`config.mk`:
```
export PLATFORM = sky130hd
export DESIGN_NAME = ecpRevReceiver
export DESIGN_NICKNAME = d
export VERILOG_FILES = /design/src/rtl/rcvPkg.sv /design/src/rtl/rcvDatapath.sv /design/src/rtl/rcvCtrl.sv /design/src/rtl/ecpRevReceiver.sv
export SDC_FILE = /design/constraint.sdc
export NUM_CORES = 1
export LEC_CHECK = 0
export BUFFER_PORTS_ARGS = -buffer_cell sky130_fd_sc_hd__buf_2
export CORE_UTILIZATION = 40
export DETAILED_ROUTE_END_ITERATION = 12
export SYNTH_ARGS = -nofsm -noshare
export SYNTH_HDL_FRONTEND = slang
export SYNTH_SLANG_ARGS = --single-unit
```
`constraint.sdc`:
```
create_clock -name clk -period 1.7 [get_ports clk]
set_input_delay 0.17 -clock clk [delete_from_list [all_inputs] [get_ports clk]]
set_output_delay 0.17 -clock clk [all_outputs]
set_load 0.03 [all_outputs]
```
`src/rtl/rcvPkg.sv`:
```
package rcvPkg;
  typedef enum logic [1:0] {
    ST_IDLE,
    ST_HOLD,
    ST_WAITHI,
    ST_RECOVER
  } rcvStateT;

  typedef struct packed {
    logic captureEn;
    logic commitEn;
  } rcvStrobeT;
endpackage

```
`src/rtl/rcvDatapath.sv`:
```
module rcvDatapath
  import rcvPkg::*;
#(
  parameter int DATA_W = 8,
  parameter int SYNC_STAGES = 2
) (
  input  logic              clk,
  input  logic              rstN,
  input  logic              periphClkIn,
  input  logic [DATA_W-1:0] periphData,
  input  rcvStrobeT         strobe,
  input  logic              outReady,
  output logic              pclkSync,
  output logic              outValid,
  output logic [DATA_W-1:0] outData
);
  logic [SYNC_STAGES-1:0] syncQ;
  logic [DATA_W-1:0]      holdQ;

  always_ff @(posedge clk) begin
    if (!rstN) syncQ <= '1;
    else       syncQ <= {syncQ[SYNC_STAGES-2:0], periphClkIn};
  end
  assign pclkSync = syncQ[SYNC_STAGES-1];

  always_ff @(posedge clk) begin
    if (!rstN) begin
      holdQ    <= '0;
      outData  <= '0;
      outValid <= 1'b0;
    end else begin
      if (strobe.captureEn) holdQ <= periphData;
      if (strobe.commitEn) begin
        outData  <= holdQ;
        outValid <= 1'b1;
      end else if (outValid && outReady) begin
        outValid <= 1'b0;
      end
    end
  end

  p_commit_empty_r4: assert property (@(posedge clk) disable iff (!rstN)
    strobe.commitEn |-> !outValid);
  p_valid_holds_r6: assert property (@(posedge clk) disable iff (!rstN)
    (outValid && !outReady) |=> (outValid && $stable(outData)));
endmodule

```
`src/rtl/rcvCtrl.sv`:
```
module rcvCtrl
  import rcvPkg::*;
#(
  parameter int TIMEOUT_CYCLES = 1024
) (
  input  logic      clk,
  input  logic      rstN,
  input  logic      pclkSync,
  input  logic      outValid,
  input  logic      outReady,
  output rcvStrobeT strobe,
  output logic      hostAck,
  output logic      timeoutErr
);
  localparam int CNT_W = $clog2(TIMEOUT_CYCLES + 1);
  localparam logic [CNT_W-1:0] CNT_LAST = CNT_W'(TIMEOUT_CYCLES - 1);

  rcvStateT        stateQ, stateD;
  logic [CNT_W-1:0] waitCnt;
  logic            expire;

  always_comb begin
    stateD = stateQ;
    strobe = '0;
    expire = 1'b0;
    unique case (stateQ)
      ST_IDLE: if (!pclkSync) begin
        strobe.captureEn = 1'b1;
        stateD = ST_HOLD;
      end
      ST_HOLD: if (!outValid && outReady) stateD = ST_WAITHI;
      ST_WAITHI: begin
        if (pclkSync) begin
          strobe.commitEn = 1'b1;
          stateD = ST_IDLE;
        end else if (waitCnt == CNT_LAST) begin
          expire = 1'b1;
          stateD = ST_RECOVER;
        end
      end
      ST_RECOVER: if (pclkSync) stateD = ST_IDLE;
      default: stateD = ST_IDLE;
    endcase
  end

  always_ff @(posedge clk) begin
    if (!rstN) begin
      stateQ     <= ST_IDLE;
      hostAck    <= 1'b0;
      waitCnt    <= '0;
      timeoutErr <= 1'b0;
    end else begin
      stateQ     <= stateD;
      hostAck    <= (stateD == ST_WAITHI);
      waitCnt    <= (stateQ == ST_WAITHI && stateD == ST_WAITHI) ? waitCnt + 1'b1 : '0;
      timeoutErr <= timeoutErr | expire;
    end
  end

  p_ack_room_r3: assert property (@(posedge clk) disable iff (!rstN)
    $rose(hostAck) |-> $past(!outValid && outReady));
  p_err_sticky_r7: assert property (@(posedge clk) disable iff (!rstN)
    timeoutErr |=> timeoutErr);
  p_ack_drop_timeout_r7: assert property (@(posedge clk) disable iff (!rstN)
    $rose(timeoutErr) |-> !hostAck);
endmodule

```
`src/rtl/ecpRevReceiver.sv`:
```
module ecpRevReceiver
  import rcvPkg::*;
#(
  parameter int DATA_W = 8,
  parameter int SYNC_STAGES = 2,
  parameter int TIMEOUT_CYCLES = 1024
) (
  input  logic              clk,
  input  logic              rstN,
  input  logic              periphClkIn,
  input  logic [DATA_W-1:0] periphData,
  output logic              hostAck,
  output logic [DATA_W-1:0] outData,
  output logic              outValid,
  input  logic              outReady,
  output logic              timeoutErr
);
  rcvStrobeT strobe;
  logic      pclkSync;

  rcvDatapath #(.DATA_W(DATA_W), .SYNC_STAGES(SYNC_STAGES)) i_datapath (
    .clk(clk), .rstN(rstN), .periphClkIn(periphClkIn), .periphData(periphData),
    .strobe(strobe), .outReady(outReady), .pclkSync(pclkSync),
    .outValid(outValid), .outData(outData)
  );

  rcvCtrl #(.TIMEOUT_CYCLES(TIMEOUT_CYCLES)) i_ctrl (
    .clk(clk), .rstN(rstN), .pclkSync(pclkSync), .outValid(outValid),
    .outReady(outReady), .strobe(strobe), .hostAck(hostAck), .timeoutErr(timeoutErr)
  );

  p_publish_r5: assert property (@(posedge clk) disable iff (!rstN)
    $rose(outValid) |-> $fell(hostAck));
endmodule

```
==> results of run 1 <==
[layout make-up]
type / count / area, um^2 / area share, %
tap: 44 / 55.1 / 3.57
clock buffer: 6 / 51.3 / 3.32
inverter: 4 / 15.0 / 0.972
timing repair buffer: 25 / 133 / 8.59
multi-input combinational: 96 / 609 / 39.5
sequential: 34 / 681 / 44.1
[where the power goes]
group | switching (mW) | total (mW) | internal (mW)
registers | 0.00862 | 0.815 | 0.807
logic | 0.0293 | 0.0543 | 0.0250
clock network | 0.234 | 0.420 | 0.186
total | 0.272 | 1.29 | 1.02
[final timing paths]
kind	cells past startpoint	slack [ns]	start	to
max	4	0.17	i_ctrl.waitCnt[0]	i_ctrl.stateQ[0]
min	2	0.04	periphClkIn	i_datapath.syncQ[0]
max reg2reg	4	0.17	i_ctrl.waitCnt[0]	i_ctrl.stateQ[0]
min reg2reg	1	0.41	i_datapath.syncQ[0]	i_datapath.syncQ[1]
[synthesized netlist by cell type (3+ instances only)]
| cell type | number |
|---|---|
| nand2b_1 | 3 |
| mux2i_1 | 8 |
| o21ai_0 | 5 |
| or3_1 | 4 |
| nand2_1 | 19 |
| nand3_1 | 4 |
| a211oi_1 | 3 |
| a21oi_1 | 10 |
| dfxtp_1 | 34 |
| nor2_1 | 10 |
| inv_1 | 3 |
| nor3_1 | 3 |
| buf_2 | 4 |
[metal layers]
metal	vias to the layer above	share of wire, %	global-route usage [%]	wire length (um)
li1	543	-	-	-
met3	2	2.2	6.49	55
met2	13	53	29.4	1340
met4	0	0.67	6.98	17
met1	505	45	18.2	1130
met5	-	0	0	0
[per-stage QoR]
stage	hold WS (ns)	cell area (um^2)	util [%]	total power, mW	setup WS, ns
after CTS	0.0231	1540	49.4	1.31	0.172
after floorplan	0.243	1350	-	0.863	0.306
after detailed placement	0.364	1490	47.7	0.889	0.189
after global routing	0.000348	1540	49.4	1.36	0.114
final	0.0368	1540	49.4	1.29	0.172
after global placement	0.351	1490	47.7	0.886	0.216
[critical path: cells and delay by family, from the launching register on]
kind / cells / cell delay [ns]
AND/OR/NAND/NOR: 2 / 0.52
adder cells (fa/ha/maj): 1 / 0.25
AO/OA/AOI/OAI: 1 / 0.31
flip-flops: 1 / 0.35
[registers in the layout, summed over array words and instances (netlist names)]
name	cells
i_datapath.outData	8
i_ctrl.timeoutErr	1
i_ctrl.hostAck	1
i_datapath.syncQ	2
i_ctrl.stateQ	2
i_ctrl.waitCnt	11
i_datapath.outValid	1
i_datapath.holdQ	8
[logic make-up (layout without fill, tap and decap cells)]
family | count (synthesis) | count (layout) | share of synthesized area (%)
xor+xnor | 3 | 3 | 1.95
buf+inv | 11 | 35 | 4.45
simple gates | 58 | 58 | 23.5
compound gates | 26 | 26 | 12.8
flops | 34 | 34 | 50.4
mux | 8 | 8 | 5.93
fa+ha+maj | 1 | 1 | 0.927
==> summary.txt, run 1 <==
Floorplanning
  – DIE AREA: 3610 um^2
  – Top Ports: 23
  – Rows: 20
  – Chip width: 60.1 um
  – Die height: 60.1 um
  – Initial Util: 43.2%
  – Core ar.: 3130 um^2

Layout
  – Number of antenna diodes: 0
  – Final #Nets: 179
  – Most frequent cells in the layout: 34 x dfxtp_1, 22 x buf_2, 19 x nand2_1, 10 x nor2_1, 10 x a21oi_1
  – Fillers: 307
  – Area growth syn-to-layout: 14.4%
  – Non-Filler Instances: 209
  – Share of layout cells above drive strength 1: 23.0%
  – Commonest non-fill, non-tap cell in the layout: dfxtp_1

Drt
  – Routed vias/inst: 5.09
  – Number of routed nets with antenna violations: 0
  – Post-Route WL: 2.54 mm
  – First-pass detailed-route iteration total: 3
  – Drt drc: 0
  – Avg WL per Cell: 12.2 um
  – Via count: 1,063
  – Iter 0 DRT Violations: 36

Clock tree
  – H-tree level count: 2
  – CTS tree: yes
  – CTS Sinks: 34
  – Clk pin slew, worst setup/hold paths: 0.09 ns
  – Setup Buffers After CTS: 0
  – Cts repair resizes: 0
  – # hold bufs at CTS: 0
  – Worst skew pair latency: 0.31 ns
  – Max clock buf depth: 2
  – Cts bufs inserted: 5
  – CTS root buf: clkbuf_4

Setup path
  – CP startpoint kind: register
  – Critical path's slowest cell: dfxtp_1
  – WP data required: 1.91 ns
  – CP peak stage delay: 0.35 ns
  – Data arrival, critical path: 1.74 ns
  – Crit-path cells: ha_1 > and4_1 > and4_2 > o31a_1
  – Worst setup path class: register to register
  – Worst Path Max Fanout: 11
  – CP endpoint kind: register

Min path
  – HP Class: primary input to register

Run status
  – Outcome: completed

Power and ir drop
  – Leak: 0.631 nW
  – VDD IR max: 460 uV
  – PwrDens: 835 nW/um^2

Logic synthesis
  – Synth Instances: 141
  – Mapped cell area: 1350 um^2
  – Synth top area share: 50.4%
  – Top cell type by total area after synthesis: dfxtp_1
  – Post-synth EDFFs: 0
  – Mean Syn Cell Area: 9.57 um^2
  – Synth area leaders: dfxtp_1 50%, mux2i_1 5.9%, nand2_1 5.3%
  – Yosys cell types: 39
  – Synth Net Count: 154
  – Seq cells post-synth: 34
  – Async S/R FF share, synth: 0%
  – Ys Warns: 0
  – Seq/Total Area, Yosys: 50.4%
  – Top_reg_cell synth: dfxtp_1

Timing
  – RSZ-0062 raised after global routing: no
  – # setup viols final: 0
  – Max Fclk: 654 MHz
  – Fin crit share: 89.9%
  – Worst Skew: 0.00544 ns
  – Setup TNS: 0 ns
  – Final Hold Fails: 0
  – Final min period: 1.53 ns
  – Worst Tran Pin Value: 0.469 ns
  – Rel. slew slack: 68.6%
  – Max-slew violations: 0

Placed design
  – Port Buffers: 22
  – DP Wirelength: 1.76 mm
  – Placed cells: 203
  – Global placement routability congestion: 0.741

Global routing
  – Initial antenna violation count: 0
  – Vias in the first global route: 994
  – First-pass GRT wire length: 4.35 mm
  – Largest net degree at the start of global routing: 18
  – GRT Util Overall: 16.9%
  – GRT Residual Overflow: 0

Job
  – Max-cap violations: 0
(Power assumes the default switching activity.)
==> run 2, diff against run 1 <==
Settings changed: ABC_AREA set to 1, CTS_CLUSTER_DIAMETER set to 40.
Clock period 1.7 ns to 1.4 ns, I/O delays scaled along.
==> run 2 against run 1 <==
Synthesized cell count grew 15%. Maximum frequency is 19% higher. Final cell count is 14% higher. Register-to-register slack worse by 0.05 ns. Utilization is 1.9 points higher. Sequential power increased by 22%. Via count is 1.2% lower. Critical path depth rose by 3. Sequential cell count is the same. Wire length down 9.4%. Largest power group unchanged. Highest routed layer unchanged.
==> summary.txt, run 2 <==
Run status
  – Outcome: completed

Global routing
  – First-pass GRT wire length: 3.86 mm
  – Initial antenna violation count: 0
  – Vias in the first global route: 944
  – GRT Residual Overflow: 0
  – GRT Util Overall: 15.3%
  – Largest net degree at the start of global routing: 12

Logic synthesis
  – Async S/R FF share, synth: 0%
  – Top cell type by total area after synthesis: dfxtp_1
  – Mapped cell area: 1340 um^2
  – Mean Syn Cell Area: 8.27 um^2
  – Synth Instances: 162
  – Synth cell count leaders: 34 x dfxtp_1, 26 x nand2_1, 24 x nor2_1
  – Seq cells post-synth: 34
  – Yosys cell types: 22
  – Synth area leaders: dfxtp_1 51%, nand2_1 7.3%, nor2_1 6.7%
  – Ys Warns: 0
  – Synth top area share: 50.8%
  – Seq/Total Area, Yosys: 50.8%
  – Top_reg_cell synth: dfxtp_1
  – Post-synth EDFFs: 0
  – Cell with the most instances after synthesis: dfxtp_1
  – Synth Net Count: 175

Power and ir drop
  – PwrDens: 999 nW/um^2
  – Clock share of power: 32.3%
  – Power share of the combinational group: 5.6%
  – Psw: 353 uW
  – Pint: 1.25 mW
  – Leak: 0.652 nW
  – Switching Share: 22.0%
  – VDD IR max: 617 uV
  – Sequential Power Share: 62.2%

Job
  – Max-cap violations: 0

Timing
  – Final min period: 1.28 ns
  – RSZ-0062 raised after global routing: no
  – Max Fclk: 782 MHz
  – # setup viols final: 0
  – Worst Tran Pin Value: 0.302 ns
  – Fin crit share: 91.4%
  – Worst Skew: 0.00507 ns
  – Setup TNS: 0 ns
  – Rel. slew slack: 79.8%
  – Max-slew violations: 0
  – Final Hold Fails: 0

Floorplanning
  – Core ar.: 3130 um^2
  – Rows: 20
  – Initial Util: 42.8%
  – Chip width: 59.9 um
  – DIE AREA: 3590 um^2
  – Die height: 59.9 um
  – Top Ports: 23

Setup path
  – Reg2Reg Setup Slack: 0.12 ns
  – CP startpoint kind: register
  – Worst reg2reg path startpoint: i_ctrl.waitCnt[0]
  – CP endpoint kind: register
  – Worst setup path class: register to register
  – Crit path launch: i_ctrl.waitCnt[0]
  – Data arrival, critical path: 1.51 ns
  – Reg2reg end: i_ctrl.waitCnt[10]
  – WP data required: 1.63 ns
  – Worst setup path endpoint: i_ctrl.waitCnt[10]
  – FF-to-FF path depth: 7
  – Worst Path Max Fanout: 11

Layout
  – Commonest non-fill, non-tap cell in the layout: dfxtp_1
  – Share of layout cells above drive strength 1: 30.4%
  – Biggest regs: i_ctrl.waitCnt: 11 flops, i_datapath.holdQ: 8 flops, i_datapath.outData: 8 flops
  – Most frequent cells in the layout: 34 x dfxtp_1, 26 x nand2_1, 24 x nor2_1, 22 x buf_2, 12 x nor2_2
  – Final #Nets: 208
  – Area growth syn-to-layout: 19.6%
  – Util after Layout: 51.2%
  – Finished Cell Area: 1600 um^2
  – Top reg by flops: i_ctrl.waitCnt
  – Number of antenna diodes: 0
  – Max reg flops: 11

Drt
  – Via count: 1,050
  – Post-Route WL: 2.30 mm
  – Drt drc: 0
  – First-pass detailed-route iteration total: 2
  – Iter 0 DRT Violations: 28
  – Avg WL per Cell: 9.68 um
  – Routed vias/inst: 4.41
  – Number of routed nets with antenna violations: 0

Min path
  – HP Class: primary input to register

Placed design
  – Global placement routability congestion: 0.805
  – Placed cell areas: 1530 um^2
  – Port Buffers: 22
  – DP Wirelength: 1.79 mm

Clock tree
  – Worst skew pair latency: 0.32 ns
  – Max clock buf depth: 2
  – H-tree level count: 2
  – Clk pin slew, worst setup/hold paths: 0.09 ns
  – CTS root buf: clkbuf_4
  – CTS Sinks: 34
  – CTS tree: yes
  – Cts bufs inserted: 5
[run 2: cell types whose count changed in the layout (fill, tap and decap cells not counted), sizes merged, moves of 7 or more]
cell / previous run / this run
nor2: 10 / 36
nand2: 19 / 29
mux2i: 8 / 0
inv: 3 / 15
nand3: 4 / 11
[run 2: what timing repair did]
action,4_1_cts,5_1_grt
resized for setup,0,1
hold endpoints to repair,1,0
hold buffers,1,0
buffers inserted,0,1
endpoints found under the setup margin,0,11
[run 2: through the flow]
stage / std cells / hold WS [ns] / setup slack, ns / power (mW)
2_1_floorplan: 162 / 0.247 / 0.0823 / 1.07
3_3_place_gp: 230 / 0.325 / 0.0717 / 1.10
3_5_place_dp: 230 / 0.334 / 0.0368 / 1.11
4_1_cts: 237 / 0.0585 / 0.0226 / 1.62
5_1_grt: 238 / 0.0817 / 0.0281 / 1.68
6_report: 238 / 0.0654 / 0.121 / 1.60
[run 2: cells by family (layout without fill, tap and decap cells)]
logic type | after synthesis | in the layout | share of synthesized area (%)
adder cells (fa/ha/maj) | 1 | 1 | 0.934
buffers and inverters | 18 | 50 | 6.35
XOR/XNOR | 8 | 8 | 5.23
AO/OA/AOI/OAI | 21 | 21 | 8.87
AND/OR/NAND/NOR | 80 | 80 | 27.8
flip-flops | 34 | 34 | 50.8
[run 2: power groups by stage]
stage          sequential (mW)  combinational (mW)  clock [mW]
6_report                 0.996              0.0890       0.517
3_3_place_gp              1.02              0.0860           0
2_1_floorplan             1.02              0.0545           0
5_1_grt                  0.999               0.102       0.575
4_1_cts                  0.996              0.0903       0.534
3_5_place_dp              1.02              0.0878           0
[run 2: worst min path at each step]
stage / from / end / slack [ns] / cells past startpoint
finish: periphData[6] / i_datapath.holdQ[6] / 0.07 / 3
detailed placement: periphClkIn / i_datapath.syncQ[0] / 0.33 / 2
global placement: periphClkIn / i_datapath.syncQ[0] / 0.32 / 2
global route: periphData[1] / i_datapath.holdQ[1] / 0.08 / 3
floorplan: periphClkIn / i_datapath.syncQ[0] / 0.25 / 1
CTS: periphData[7] / i_datapath.holdQ[7] / 0.06 / 3
[run 2: per-layer routing]
metal | up-vias | wire length (um) | global-route usage (%)
met5 | - | 0 | 0
li1 | 570 | - | -
met2 | 17 | 1090 | 25.1
met1 | 457 | 1080 | 16.3
met3 | 6 | 91 | 7.14
met4 | 0 | 48 | 7.97
[run 2: layout make-up]
class | count | area, um^2
Clock buffer | 6 | 51.3
Fill cell | 320 | 1530
Inverter | 15 | 58.8
Multi-Input combinational cell | 110 | 579
Sequential cell | 34 | 681
Tap cell | 44 | 55.1
Timing Repair Buffer | 29 | 178
[run 2: worst max-delay path, stage by stage (launching register included)]
cell     delay, ns
dfxtp_1       0.35
ha_1          0.20
nand3_2       0.12
nor2_2        0.13
nand2_2       0.09
nand4_2       0.11
buf_12        0.15
nor2_1        0.04
